**config.mk**
```make
export PLATFORM = sky130hd
export DESIGN_NAME = hostport_top
export DESIGN_NICKNAME = d
export VERILOG_FILES = /design/src/rtl/hostport_pkg.sv /design/src/rtl/hostport_sync.sv /design/src/rtl/hostport_strobe_decode.sv /design/src/rtl/hostport_top.sv
export SDC_FILE = /design/constraint.sdc
export NUM_CORES = 1
export LEC_CHECK = 0
export BUFFER_PORTS_ARGS = -buffer_cell sky130_fd_sc_hd__clkbuf_2
export CORE_ASPECT_RATIO = 1.1
export CORE_MARGIN = 2
export CORE_UTILIZATION = 35
export CTS_CLUSTER_DIAMETER = 60
export DETAILED_ROUTE_END_ITERATION = 12
export HOLD_SLACK_MARGIN = 0.05
export PLACE_DENSITY_LB_ADDON = 0.1
export REMOVE_ABC_BUFFERS = 1
export SYNTH_ARGS = -nofsm -noshare
export SYNTH_HDL_FRONTEND = slang
export SYNTH_HIERARCHICAL = 1
export SYNTH_SLANG_ARGS = --single-unit
```
**constraint.sdc**
```tcl
create_clock -name clk -period 4.1 [get_ports clk]
set_input_delay 0 -clock clk [delete_from_list [all_inputs] [get_ports clk]]
set_output_delay 0 -clock clk [all_outputs]
set_load 0.1 [all_outputs]
```
**src/rtl/hostport_pkg.sv**
```systemverilog
package hostport_pkg;
    parameter int HP_DW = 16;
    parameter int HP_AW = 2;

    localparam logic [HP_AW-1:0] ADDR_DATA = 2'd0;
    localparam logic [HP_AW-1:0] ADDR_MASK = 2'd1;
    localparam logic [HP_AW-1:0] ADDR_STAT = 2'd2;
    localparam logic [HP_AW-1:0] ADDR_CFG  = 2'd3;

    typedef struct packed {
        logic [HP_DW-1:0] in_reg;
        logic [HP_DW-1:0] out_reg;
        logic [HP_DW-1:0] cap;
        logic [1:0]       mask;
        logic [1:0]       stat;
        logic             ibf;
        logic             obe;
        logic             mode;
        logic             pin_sel;
        logic             irq_w;
        logic             irq_r;
    } hp_state_t;
endpackage

```
**src/rtl/hostport_sync.sv**
```systemverilog
module hostport_sync #(
    parameter int          W       = 2,
    parameter int          STAGES  = 2,
    parameter logic [W-1:0] RST_VAL = '1
) (
    input  logic         clk,
    input  logic         rst_n,
    input  logic [W-1:0] din,
    output logic [W-1:0] dout
);
    logic [W-1:0] stage_q [STAGES];

    genvar i;
    generate
        for (i = 0; i < STAGES; i++) begin : g_stage
            always_ff @(posedge clk or negedge rst_n) begin
                if (!rst_n) begin
                    stage_q[i] <= RST_VAL;
                end else if (i == 0) begin
                    stage_q[i] <= din;
                end else begin
                    stage_q[i] <= stage_q[(i == 0) ? 0 : i-1];
                end
            end
        end
    endgenerate

    assign dout = stage_q[STAGES-1];
endmodule

```
**src/rtl/hostport_strobe_decode.sv**
```systemverilog
module hostport_strobe_decode #(
    parameter int SYNC_STAGES = 2
) (
    input  logic clk,
    input  logic rst_n,
    input  logic pin_a_n,
    input  logic pin_b_n,
    input  logic mode,
    input  logic owned,
    output logic wr_active,
    output logic wr_done,
    output logic rd_done
);
    logic [1:0] pins_s;
    logic       a_s, b_s;
    logic       rd_active;
    logic       wr_prev_q, rd_prev_q;

    hostport_sync #(.W(2), .STAGES(SYNC_STAGES), .RST_VAL(2'b11)) u_sync (
        .clk  (clk),
        .rst_n(rst_n),
        .din  ({pin_a_n, pin_b_n}),
        .dout (pins_s)
    );

    assign a_s = pins_s[1];
    assign b_s = pins_s[0];

    always_comb begin
        if (mode) begin
            wr_active = owned && !b_s && !a_s;
            rd_active = owned && !b_s &&  a_s;
        end else begin
            wr_active = owned && !a_s;
            rd_active = owned && !b_s;
        end
    end

    always_ff @(posedge clk or negedge rst_n) begin
        if (!rst_n) begin
            wr_prev_q <= 1'b0;
            rd_prev_q <= 1'b0;
        end else begin
            wr_prev_q <= wr_active;
            rd_prev_q <= rd_active;
        end
    end

    assign wr_done = owned && wr_prev_q && !wr_active;
    assign rd_done = owned && rd_prev_q && !rd_active;
endmodule

```
**src/rtl/hostport_top.sv**
```systemverilog
module hostport_top
    import hostport_pkg::*;
#(
    parameter int SYNC_STAGES = 2
) (
    input  logic             clk,
    input  logic             rst_n,
    input  logic [HP_AW-1:0] core_addr,
    input  logic             core_wr_en,
    input  logic [HP_DW-1:0] core_wdata,
    input  logic             core_rd_en,
    output logic [HP_DW-1:0] core_rdata,
    output logic             irq_wr,
    output logic             irq_rd,
    input  logic             h_pin_a_n,
    input  logic             h_pin_b_n,
    input  logic [HP_DW-1:0] h_data_in,
    output logic [HP_DW-1:0] h_data_out,
    output logic             h_data_oe,
    output logic             h_ibf,
    output logic             h_obe,
    output logic             port_owned
);
    hp_state_t q, d;
    logic wr_active, wr_done, rd_done;
    logic owned;

    assign owned = !q.pin_sel;

    hostport_strobe_decode #(.SYNC_STAGES(SYNC_STAGES)) u_dec (
        .clk      (clk),
        .rst_n    (rst_n),
        .pin_a_n  (h_pin_a_n),
        .pin_b_n  (h_pin_b_n),
        .mode     (q.mode),
        .owned    (owned),
        .wr_active(wr_active),
        .wr_done  (wr_done),
        .rd_done  (rd_done)
    );

    always_comb begin
        d       = q;
        d.irq_w = 1'b0;
        d.irq_r = 1'b0;

        if (wr_active) d.cap = h_data_in;

        if (core_wr_en) begin
            case (core_addr)
                ADDR_DATA: begin
                    d.out_reg = core_wdata;
                    d.obe     = 1'b0;
                end
                ADDR_MASK: d.mask = core_wdata[1:0];
                ADDR_STAT: d.stat = q.stat & ~core_wdata[1:0];
                default: begin
                    d.mode    = core_wdata[0];
                    d.pin_sel = core_wdata[1];
                end
            endcase
        end

        if (core_rd_en && core_addr == ADDR_DATA) d.ibf = 1'b0;

        if (wr_done) begin
            d.in_reg  = q.cap;
            d.ibf     = 1'b1;
            d.stat[0] = 1'b1;
            d.irq_w   = q.mask[0];
        end
        if (rd_done) begin
            d.obe     = 1'b1;
            d.stat[1] = 1'b1;
            d.irq_r   = q.mask[1];
        end
    end

    always_ff @(posedge clk or negedge rst_n) begin
        if (!rst_n) begin
            q     <= '0;
            q.obe <= 1'b1;
        end else begin
            q <= d;
        end
    end

    always_comb begin
        case (core_addr)
            ADDR_DATA: core_rdata = q.in_reg;
            ADDR_MASK: core_rdata = {{(HP_DW-2){1'b0}}, q.mask};
            ADDR_STAT: core_rdata = {{(HP_DW-2){1'b0}}, q.stat};
            default:   core_rdata = {{(HP_DW-2){1'b0}}, q.pin_sel, q.mode};
        endcase
    end

    assign h_data_oe  = owned && !h_pin_b_n && (q.mode ? h_pin_a_n : 1'b1);
    assign h_data_out = q.out_reg;
    assign h_ibf      = owned && q.ibf;
    assign h_obe      = owned && q.obe;
    assign port_owned = owned;
    assign irq_wr     = q.irq_w;
    assign irq_rd     = q.irq_r;
endmodule

```
==> metrics.cfg, run 1 <==
[routing]
detailroute.via_count = 1736
drtPass1Iterations = 4
avgRoutedWirePerCell_um = 13.14
drc_errors = 0
detail_route.wirelength_um = 5176
drt_iter0_drc = 41
route.antenna.remaining_nets = 0
post_drt_via_cell_ratio = 4.406

[power]
power.static_leakage_uw = 0.001727
design_power_total_uw = 2347
vdd.ir_drop.worst_v = 0.0003004
powerDensity_nw_per_um2 = 642.7

[run]
max-cap-violations = 0

[global_route]
antenna_violations_before_repair = 0
grt_pass1_vias = 1860
gr-total-overflow = 0
grt_start_max_net_pins = 65
grt.total_usage_pct = 13.09
wire_length_of_the_first_global_routing_pass_um = 8514

[timing]
rsz0062_at_grt = no
maxSlewHeadroom_pct = 33.50
maximum_frequency_from_static_timing_analysis_mhz = 521.4
final_min_period_over_clock_period_pct = 46.78
postLayoutSetupSlackWorst_ns = 2.182
final-hold-violation-count = 0
setup_total_negative_slack_ns = 0
maxSlewViolCount = 0
period_needed_ns = 1.918
setup_viol_count_final = 0
timing.clock.skew_ns = 0.007905
max_slew.worst_pin.slew_ns = 0.9965

[setup_path]
timing.critical_path.from_type = register
critical_path_arrival_ns = 2.14
path_class = register to register
worstRegToRegCells = 3
worst-path-max-fanout = 19
worst_setup_path_end_kind = register
cells_along_the_critical_path = a21oi_1 -> nor2_2 -> mux2_2
critical_path.slowest_cell = sky130_fd_sc_hd__nor2_2
worst-endpoint-required_ns = 4.32
critical_path.max_stage_delay_ns = 0.73

[place]
detailedPlacementHpwl_um = 3253
placement.io_buffers = 77
dp_cells = 341
preCtsSetupSlack_ns = 2.107
gpl.final_weighted_congestion = 0.6389

[synth]
synthFlopType = sky130_fd_sc_hd__dfrtp_1
synthArstFlopShare_pct = 100.0
synthesis.area_per_instance_um2 = 14.97
synth_edf_count = 0
yosysSeqAreaShare_pct = 58.36
yosys_warnings = 6
yosys_register_bits = 64
synth.cell_area_um2 = 2755
netlist_instances = 184
post_synth_num_cell_types = 27

[cells_and_area]
multiInputGateArea_um2 = 938.4
syn_to_final_growth_pct = 32.52
antennaDiodeCount = 0
layout.core_utilization_pct = 48.32
final_nets = 324
drive_gt1_share_pct = 53.29
finalNonFillerCells = 394
mostFrequentLayoutCell = sky130_fd_sc_hd__clkbuf_2
commonest_non_fill_non_tap_cells_in_the_layout = 76 x sky130_fd_sc_hd__clkbuf_2, 59 x sky130_fd_sc_hd__dfrtp_1, 43 x sky130_fd_sc_hd__mux2_2
area.sequential_um2 = 1608
nFillCells = 707

[cts]
total_cts_buffers = 9
ctsLongestPathBuffers = 2
clock_sinks = 64
cts_clk_pin_slew_worst_paths_ns = 0.07
h-tree-depth = 3
cts_tree = done
cts_setup_buffers = 0
clock_insertion_delay_worst_skew_ns = 0.34
clock-root-buffer = sky130_fd_sc_hd__clkbuf_8

[floorplanning]
area_of_the_core_um2 = 7556
die_h_um = 97.06
start_util_pct = 36.46
die_area_um2 = 8599
placement_rows = 33
chipWidth_um = 88.60
boundaryPins = 78

[status]
outcome = completed

[min_path]
min_delay_path_depth = 3
worst_hold_path_type = input port to register

==> registers in the layout (all words and copies together) (netlist names) <==
register              flops
u_dec/wr_prev_q           1
h_data_out               16
irq_rd                    1
u_dec/u_sync/dout         2
irq_wr                    1
u_dec/rd_prev_q           1
q                        40
u_dec/u_sync/stage_q      2
==> report_power, final <==
group,total [uW],internal [uW],switching (uW)
sequential,912,824,88.9
combinational,895,262,633
clock,539,312,227
total,2350,1400,948
==> path summary, 6_finish.rpt <==
check / from / endpoint / slack [ns]
max: u_dec/u_sync/dout[0]$_DFF_PN1_ / q[56]$_DFFE_PN0P_ / 2.18
min: core_addr[1] / q[7]$_DFFE_PN0P_ / 0.11
max reg2reg: u_dec/u_sync/dout[0]$_DFF_PN1_ / q[56]$_DFFE_PN0P_ / 2.18
min reg2reg: u_dec/u_sync/stage_q[2]$_DFF_PN1_ / u_dec/u_sync/dout[0]$_DFF_PN1_ / 0.35
max in group asynchronous: rst_n / q[19]$_DFFE_PN0P_ / 3.20
min in group asynchronous: rst_n / h_data_out[7]$_DFFE_PN0P_ / 0.35
==> final cells by class <==
class                   count  share of cell area (%)
inverters                   3                  0.3084
multi-input cells          91                   25.70
repair buffers            115                   20.90
clock inverters             3                   1.097
well taps                 105                   3.598
clock buffers              13                   4.352
flip-flops and latches     64                   44.04
==> cell usage after synthesis (3+ instances only) <==
cell / count / share of area, %
sky130_fd_sc_hd__inv_1: 3 / 0.41
sky130_fd_sc_hd__dfstp_2: 5 / 4.8
sky130_fd_sc_hd__a21o_1: 3 / 0.82
sky130_fd_sc_hd__buf_2: 3 / 0.54
sky130_fd_sc_hd__and2_1: 17 / 3.9
sky130_fd_sc_hd__buf_4: 18 / 4.9
sky130_fd_sc_hd__mux2_4: 9 / 4.9
sky130_fd_sc_hd__nor2_1: 3 / 0.41
sky130_fd_sc_hd__mux2_2: 43 / 18
sky130_fd_sc_hd__dfrtp_1: 59 / 54
==> worst max-delay path, delay by kind of cell (launching register included) <==
family,cells,cell delay [ns]
flip-flops,1,0.55
AO/OA/AOI/OAI,1,0.09
AND/OR/NAND/NOR,1,0.73
multiplexers,1,0.42
==> per-layer routing <==
layer	vias to the layer above	share of wire [%]	GRT usage, %
met2	68	47	21.34
met1	849	43	15.16
met3	10	7.4	4.588
met5	-	0	0
met4	0	1.8	6.061
li1	809	-	-
==> through the flow <==
stage	hold slack, ns	instance area [um^2]
floorplan	-0.2956	2555
finish	0.1064	3651
CTS	0.09250	3651
global placement	0.1066	3082
global route	0.1326	3651
detailed placement	0.1093	3082
==> cells by family (layout without fill, tap and decap cells) <==
group,after synthesis,in the layout,share of synthesized area [%]
DFF,64,64,58.36
and+or+nand+nor,30,30,7.675
AOI/OAI and AO/OA,7,7,1.907
buffers and inverters,29,134,7.675
muxes,54,54,24.39
==> timing repair <==
item | CTS | global route
gates resized for setup | 0 | 0
hold endpoints to repair | 100 | 0
hold buffers | 37 | 0
No activity file was read; power rests on OpenSTA's default activity.
==> run 2: changes to the inputs <==
Clock period 4.1 ns to 1.6 ns, I/O delays scaled along.
==> run 2 against run 1 <==
Net effect: worst setup slack got worse by 2.1 ns; die area is the same; largest cell class unchanged; sequential share of layout area is 3.0 points lower.
==> metrics.cfg, run 2 (synthesis results as in run 1) <==
[status]
outcome = completed

[cts]
cts_tree = done
clock_sinks = 64  ; unchanged
total_cts_buffers = 9  ; unchanged
ctsLongestPathBuffers = 2  ; unchanged
h-tree-depth = 3  ; unchanged
clock-root-buffer = sky130_fd_sc_hd__clkbuf_8
cts_clk_pin_slew_worst_paths_ns = 0.07  ; about the same
clock_insertion_delay_worst_skew_ns = 0.33  ; about the same

[power]
design_power_total_uw = 6100  ; +160%
power.share.switching_pct = 40.53  ; +0.12 points
power.share.sequential_pct = 38.2  ; -0.7 points
power.share.combinational_pct = 42.5  ; +4.3 points
powerDensity_nw_per_um2 = 1556  ; +140%
p_sw_uw = 2472  ; +160%
power.static_leakage_uw = 0.001802  ; +4.4%
clock_power_share_pct = 19.3  ; -3.7 points
p_int_uw = 3627  ; +160%
vdd.ir_drop.worst_v = 0.0006193  ; +110%

[setup_path]
timing.critical_path.from_type = register
worst-endpoint-required_ns = 1.60  ; -2.72 ns
path_class = register to primary output
worst_setup_path_end_kind = primary output
critical_path_arrival_ns = 1.54  ; -0.60 ns
critical_path.slowest_cell = sky130_fd_sc_hd__mux4_2
worst-path-max-fanout = 4  ; -15
worstRegToRegCells = 4  ; +1
crit_family = multiplexers
cells_along_the_critical_path = buf_6 -> mux4_2 -> buf_12
critical_path.max_stage_delay_ns = 0.50  ; -0.23 ns
stages_on_the_worst_setup_path = 3  ; unchanged
wp_buf_inv = 2  ; +2

[cells_and_area]
finalNonFillerCells = 399  ; +1.3%
largest_register_ffs = 40  ; unchanged
drive_gt1_share_pct = 54.42  ; +1.1 points
top_register = q
commonest_non_fill_non_tap_cells_in_the_layout = 59 x sky130_fd_sc_hd__dfrtp_1, 59 x sky130_fd_sc_hd__clkbuf_2, 43 x sky130_fd_sc_hd__mux2_2
antennaDiodeCount = 0  ; unchanged
layout.core_utilization_pct = 51.90  ; +3.6 points
syn_to_final_growth_pct = 42.33
final_nets = 329  ; +1.5%

[global_route]
grt.total_usage_pct = 12.99  ; -0.098 points
antenna_violations_before_repair = 0  ; unchanged
gr-total-overflow = 0  ; unchanged
grt_start_max_net_pins = 45  ; -31%
grt_pass1_vias = 1801  ; -3.2%
wire_length_of_the_first_global_routing_pass_um = 8487  ; -0.32%

[place]
placement.io_buffers = 77  ; unchanged
gpl.final_weighted_congestion = 0.6812  ; +6.6%
dp_cells = 347  ; +1.8%
detailedPlacementHpwl_um = 3512  ; +8.0%

[routing]
drtPass1Iterations = 4  ; unchanged
avgRoutedWirePerCell_um = 13.21  ; +0.56%
drc_errors = 0  ; unchanged
drt_iter0_drc = 39  ; -4.9%
route.antenna.remaining_nets = 0  ; unchanged
detailroute.via_count = 1769  ; +1.9%
post_drt_via_cell_ratio = 4.434  ; +0.62%
detail_route.wirelength_um = 5271  ; +1.8%

[min_path]
worst_hold_path_type = input port to register
min_delay_path_depth = 3  ; unchanged

[floorplanning]
start_util_pct = 36.46  ; unchanged
die_area_um2 = 8599  ; unchanged
boundaryPins = 78  ; unchanged
placement_rows = 33  ; unchanged
chipWidth_um = 88.60  ; unchanged
die_h_um = 97.06  ; unchanged
area_of_the_core_um2 = 7556  ; unchanged

[timing]
max_slew.worst_pin.slew_ns = 0.5529  ; -0.4435 ns
rsz0062_at_grt = no
setup_viol_count_final = 0  ; unchanged
maxSlewViolCount = 0  ; unchanged
timing.clock.skew_ns = 0.006236  ; -0.001668 ns
final_min_period_over_clock_period_pct = 96.34
maximum_frequency_from_static_timing_analysis_mhz = 648.8
period_needed_ns = 1.541
maxSlewHeadroom_pct = 63.30  ; +30 points
final-hold-violation-count = 0  ; unchanged

[run]
max-cap-violations = 0  ; unchanged

[run 2: layout make-up]
type                            instances  area [um^2]
Inverter                                3        11.26
Clock inverter                          3        17.52
Sequential cell                        64         1608
Fill cell                             655         3635
Clock buffer                           13        148.9
Multi-Input combinational cell         91        934.6
Tap cell                              105        131.4
Timing Repair Buffer                  120         1070
[run 2: per-stage QoR]
step / instance area (um^2) / worst slack, ns / hold WS [ns] / TNS (ns)
after global routing: 3921 / 0.0004997 / 0.06645 / 0
after global placement: 3377 / 0.1818 / -0.003796 / 0
after detailed placement: 3377 / 0.1527 / -0.001161 / 0
after floorplan: 2555 / -1.029 / -0.2956 / -26.09
after CTS: 3915 / -0.01647 / 0.06227 / -0.01647
final: 3921 / 0.05864 / 0.07283 / 0
[run 2: per-layer routing]
layer,up-vias,routed length [um],track usage [%]
met4,0,88,6.294
met2,70,2414,19.66
met3,8,329,2.889
met5,-,0,0
li1,822,-,-
met1,869,2439,17.45
[run 2: path summary, 6_finish.rpt]
path	to	slack [ns]	start
max	core_rdata[0]	0.06	q[3]$_DFFE_PN0P_
min	q[5]$_DFFE_PN0P_	0.07	core_rd_en
max reg2reg	q[49]$_DFFE_PN0P_	0.16	u_dec/u_sync/dout[0]$_DFF_PN1_
min reg2reg	u_dec/u_sync/dout[1]$_DFF_PN1_	0.36	u_dec/u_sync/stage_q[3]$_DFF_PN1_
max in group asynchronous	q[10]$_DFFE_PN0P_	0.82	rst_n
min in group asynchronous	u_dec/rd_prev_q$_DFF_PN0_	0.17	rst_n
[run 2: repair_timing]
action,4_1_cts,5_1_grt
setup endpoints to repair,2,1
pin swaps,0,0
hold endpoints to repair,60,0
hold buffers,36,0
setup buffers,0,0
resized for setup,3,4
[run 2: power by group through the flow]
stage          Combinational (uW)  Clock, uW  Sequential, uW
3_3_place_gp                 2480          0            2350
6_report                     2590       1180            2330
5_1_grt                      2710       1290            2400
4_1_cts                      2600       1220            2340
2_1_floorplan                1310          0            2890
3_5_place_dp                 2500          0            2370
[run 2: worst reg2reg max path, stage by stage (launching register included)]
cell	delay, ns
sky130_fd_sc_hd__dfstp_2	0.55
sky130_fd_sc_hd__a21oi_1	0.09
sky130_fd_sc_hd__nor2_2	0.16
sky130_fd_sc_hd__buf_12	0.18
sky130_fd_sc_hd__mux2_2	0.35
==> run 3: changes to the inputs <==
Settings changed: CTS_BUF_LIST set to sky130_fd_sc_hd__clkbuf_4.
==> run 3 against run 2 <==
Net effect: the flow now finishes with violations (negative setup slack); cell area up 0.48%; via count did not move; first-iteration DRC count up 23%; highest routed layer unchanged; critical path type unchanged; final cell count up 1.3%; sequential power about the same.
==> metrics.cfg, run 3 (synthesis results as in run 1) <==
[place]
gpl.final_weighted_congestion = 0.6812  ; unchanged
placement.io_buffers = 77  ; unchanged
dp_cells = 347  ; unchanged
detailedPlacementHpwl_um = 3512  ; unchanged
post_dp_cell_area_um2 = 3377  ; unchanged

[floorplanning]
die_h_um = 97.06  ; unchanged
die_area_um2 = 8599  ; unchanged
area_of_the_core_um2 = 7556  ; unchanged
chipWidth_um = 88.60  ; unchanged
placement_rows = 33  ; unchanged
boundaryPins = 78  ; unchanged
start_util_pct = 36.46  ; unchanged

[status]
outcome = complete, but fails checks
violations = negative setup slack

[routing]
detailroute.via_count = 1769  ; unchanged
post_drt_via_cell_ratio = 4.379  ; -1.2%
route.antenna.remaining_nets = 0  ; unchanged
avgRoutedWirePerCell_um = 13.43  ; +1.6%
drt_iter0_drc = 48  ; +23%
detail_route.wirelength_um = 5424  ; +2.9%
drtPass1Iterations = 4  ; unchanged
drc_errors = 0  ; unchanged

[cts]
clock_sinks = 64  ; unchanged
clock-root-buffer = sky130_fd_sc_hd__clkbuf_4
cts_clk_pin_slew_worst_paths_ns = 0.10  ; +0.03 ns
clock_insertion_delay_worst_skew_ns = 0.38  ; +0.05 ns
total_cts_buffers = 9  ; unchanged
h-tree-depth = 3  ; unchanged
cts_tree = done
ctsLongestPathBuffers = 2  ; unchanged

[power]
powerDensity_nw_per_um2 = 1490  ; -4.2%
power.static_leakage_uw = 0.001814  ; +0.66%
design_power_total_uw = 5870  ; -3.8%
vdd.ir_drop.worst_v = 0.0005672  ; -8.4%

[setup_path]
worst_setup_path_end_kind = primary output
critical_path.max_stage_delay_ns = 0.49  ; about the same
wp_buf_inv = 2  ; unchanged
worst-path-max-fanout = 2  ; -2
cells_along_the_critical_path = buf_6 -> mux4_2 -> clkbuf_16
crit_family = multiplexers
critical_path.slowest_cell = sky130_fd_sc_hd__mux4_2
path_class = register to primary output
worst-endpoint-required_ns = 1.60  ; about the same
timing.critical_path.from_type = register
critical_path_arrival_ns = 1.63  ; +0.09 ns

[cells_and_area]
finalNonFillerCells = 404  ; +1.3%
largest_register_ffs = 40  ; unchanged
syn_to_final_growth_pct = 43.01
top_register = q
drive_gt1_share_pct = 55.52  ; +1.1 points
mostFrequentLayoutCell = sky130_fd_sc_hd__dfrtp_1
layout.core_utilization_pct = 52.14  ; +0.25 points
final_nets = 334  ; +1.5%
antennaDiodeCount = 0  ; unchanged
commonest_non_fill_non_tap_cells_in_the_layout = 59 x sky130_fd_sc_hd__dfrtp_1, 57 x sky130_fd_sc_hd__clkbuf_2, 43 x sky130_fd_sc_hd__mux2_2
final_design_area_no_fill_um2 = 3940  ; +0.48%

[timing]
final_min_period_over_clock_period_pct = 101.8  ; +5.4 points
max_slew.worst_pin.slew_ns = 0.5527  ; -0.0002260 ns
final-hold-violation-count = 0  ; unchanged
period_needed_ns = 1.628  ; +0.08700 ns
timing.clock.skew_ns = 0.01236  ; +0.006127 ns
maximum_frequency_from_static_timing_analysis_mhz = 614.1  ; -5.3%
rsz0062_at_grt = yes
setup_viol_count_final = 1  ; +1
maxSlewHeadroom_pct = 63.31  ; about the same
postLayoutSetupSlackWorst_ns = -0.02837  ; -0.08700 ns
maxSlewViolCount = 0  ; unchanged

[run]
max-cap-violations = 0  ; unchanged

[global_route]
grt_pass1_vias = 1826  ; +1.4%
grt.total_usage_pct = 13.39  ; +0.40 points
gr-total-overflow = 0  ; unchanged
wire_length_of_the_first_global_routing_pass_um = 8714  ; +2.7%
grt_start_max_net_pins = 45  ; unchanged
antenna_violations_before_repair = 0  ; unchanged

[min_path]
worst_hold_path_type = input port to async pin

run 3: changes by cell type in the layout (fill, tap and decap cells not counted), sizes merged:
cell         previous run  this run
dlygate4sd3            36        39
buf                    24        25
clkinv                  2         3
run 3: repair_timing:
item / CTS / global route
setup buffers: 2 / 0
gates resized for setup: 9 / 4
endpoints found under the setup margin: 3 / 19
hold buffers: 39 / 0
endpoints found under the hold margin: 106 / 0
run 3: final timing paths:
path | startpoint | end | slack, ns | cells past startpoint
worst max-delay path | q[3]$_DFFE_PN0P_ | core_rdata[0] | -0.03 | 3
worst min-delay path | rst_n | u_dec/rd_prev_q$_DFF_PN0_ | 0.10 | 2
worst max register to register | q[3]$_DFFE_PN0P_ | q[21]$_DFFE_PN0P_ | 0.09 | 5
worst min register to register | u_dec/u_sync/stage_q[3]$_DFF_PN1_ | u_dec/u_sync/dout[1]$_DFF_PN1_ | 0.36 | 0
max in group asynchronous | rst_n | q[19]$_DFFE_PN0P_ | 0.89 | 3
min in group clk | h_pin_a_n | u_dec/u_sync/stage_q[3]$_DFF_PN1_ | 0.25 | 2
run 3: report_power, final:
group / switching (uW) / internal (uW)
Clock: 535 / 363
Combinational: 1690 / 954
Sequential: 222 / 2110
run 3: layer usage:
layer | wire [um] | up-vias | GRT usage, %
met5 | 0 | - | 0
met4 | 50 | 0 | 6.993
met3 | 295 | 4 | 2.804
met2 | 2545 | 62 | 20.30
met1 | 2534 | 873 | 17.84
li1 | - | 830 | -
run 3: per-stage QoR:
stage	setup WS (ns)	hold slack, ns	setup TNS (ns)
2_1_floorplan	-1.029	-0.2956	-26.09
3_3_place_gp	0.1818	-0.003796	0
3_5_place_dp	0.1527	-0.001161	0
4_1_cts	-0.05290	0.08375	-0.05427
5_1_grt	-0.1074	0.1470	-0.1074
6_report	-0.02837	0.1023	-0.02837
run 3: layout make-up:
cell class / instances / area (um^2)
tap: 105 / 131.4
clock inverter: 4 / 21.27
clock buffer: 12 / 90.09
fill: 656 / 3616
timing repair buffer: 125 / 1135
sequential: 64 / 1608
multi-input combinational: 91 / 943.4
inverter: 3 / 11.26
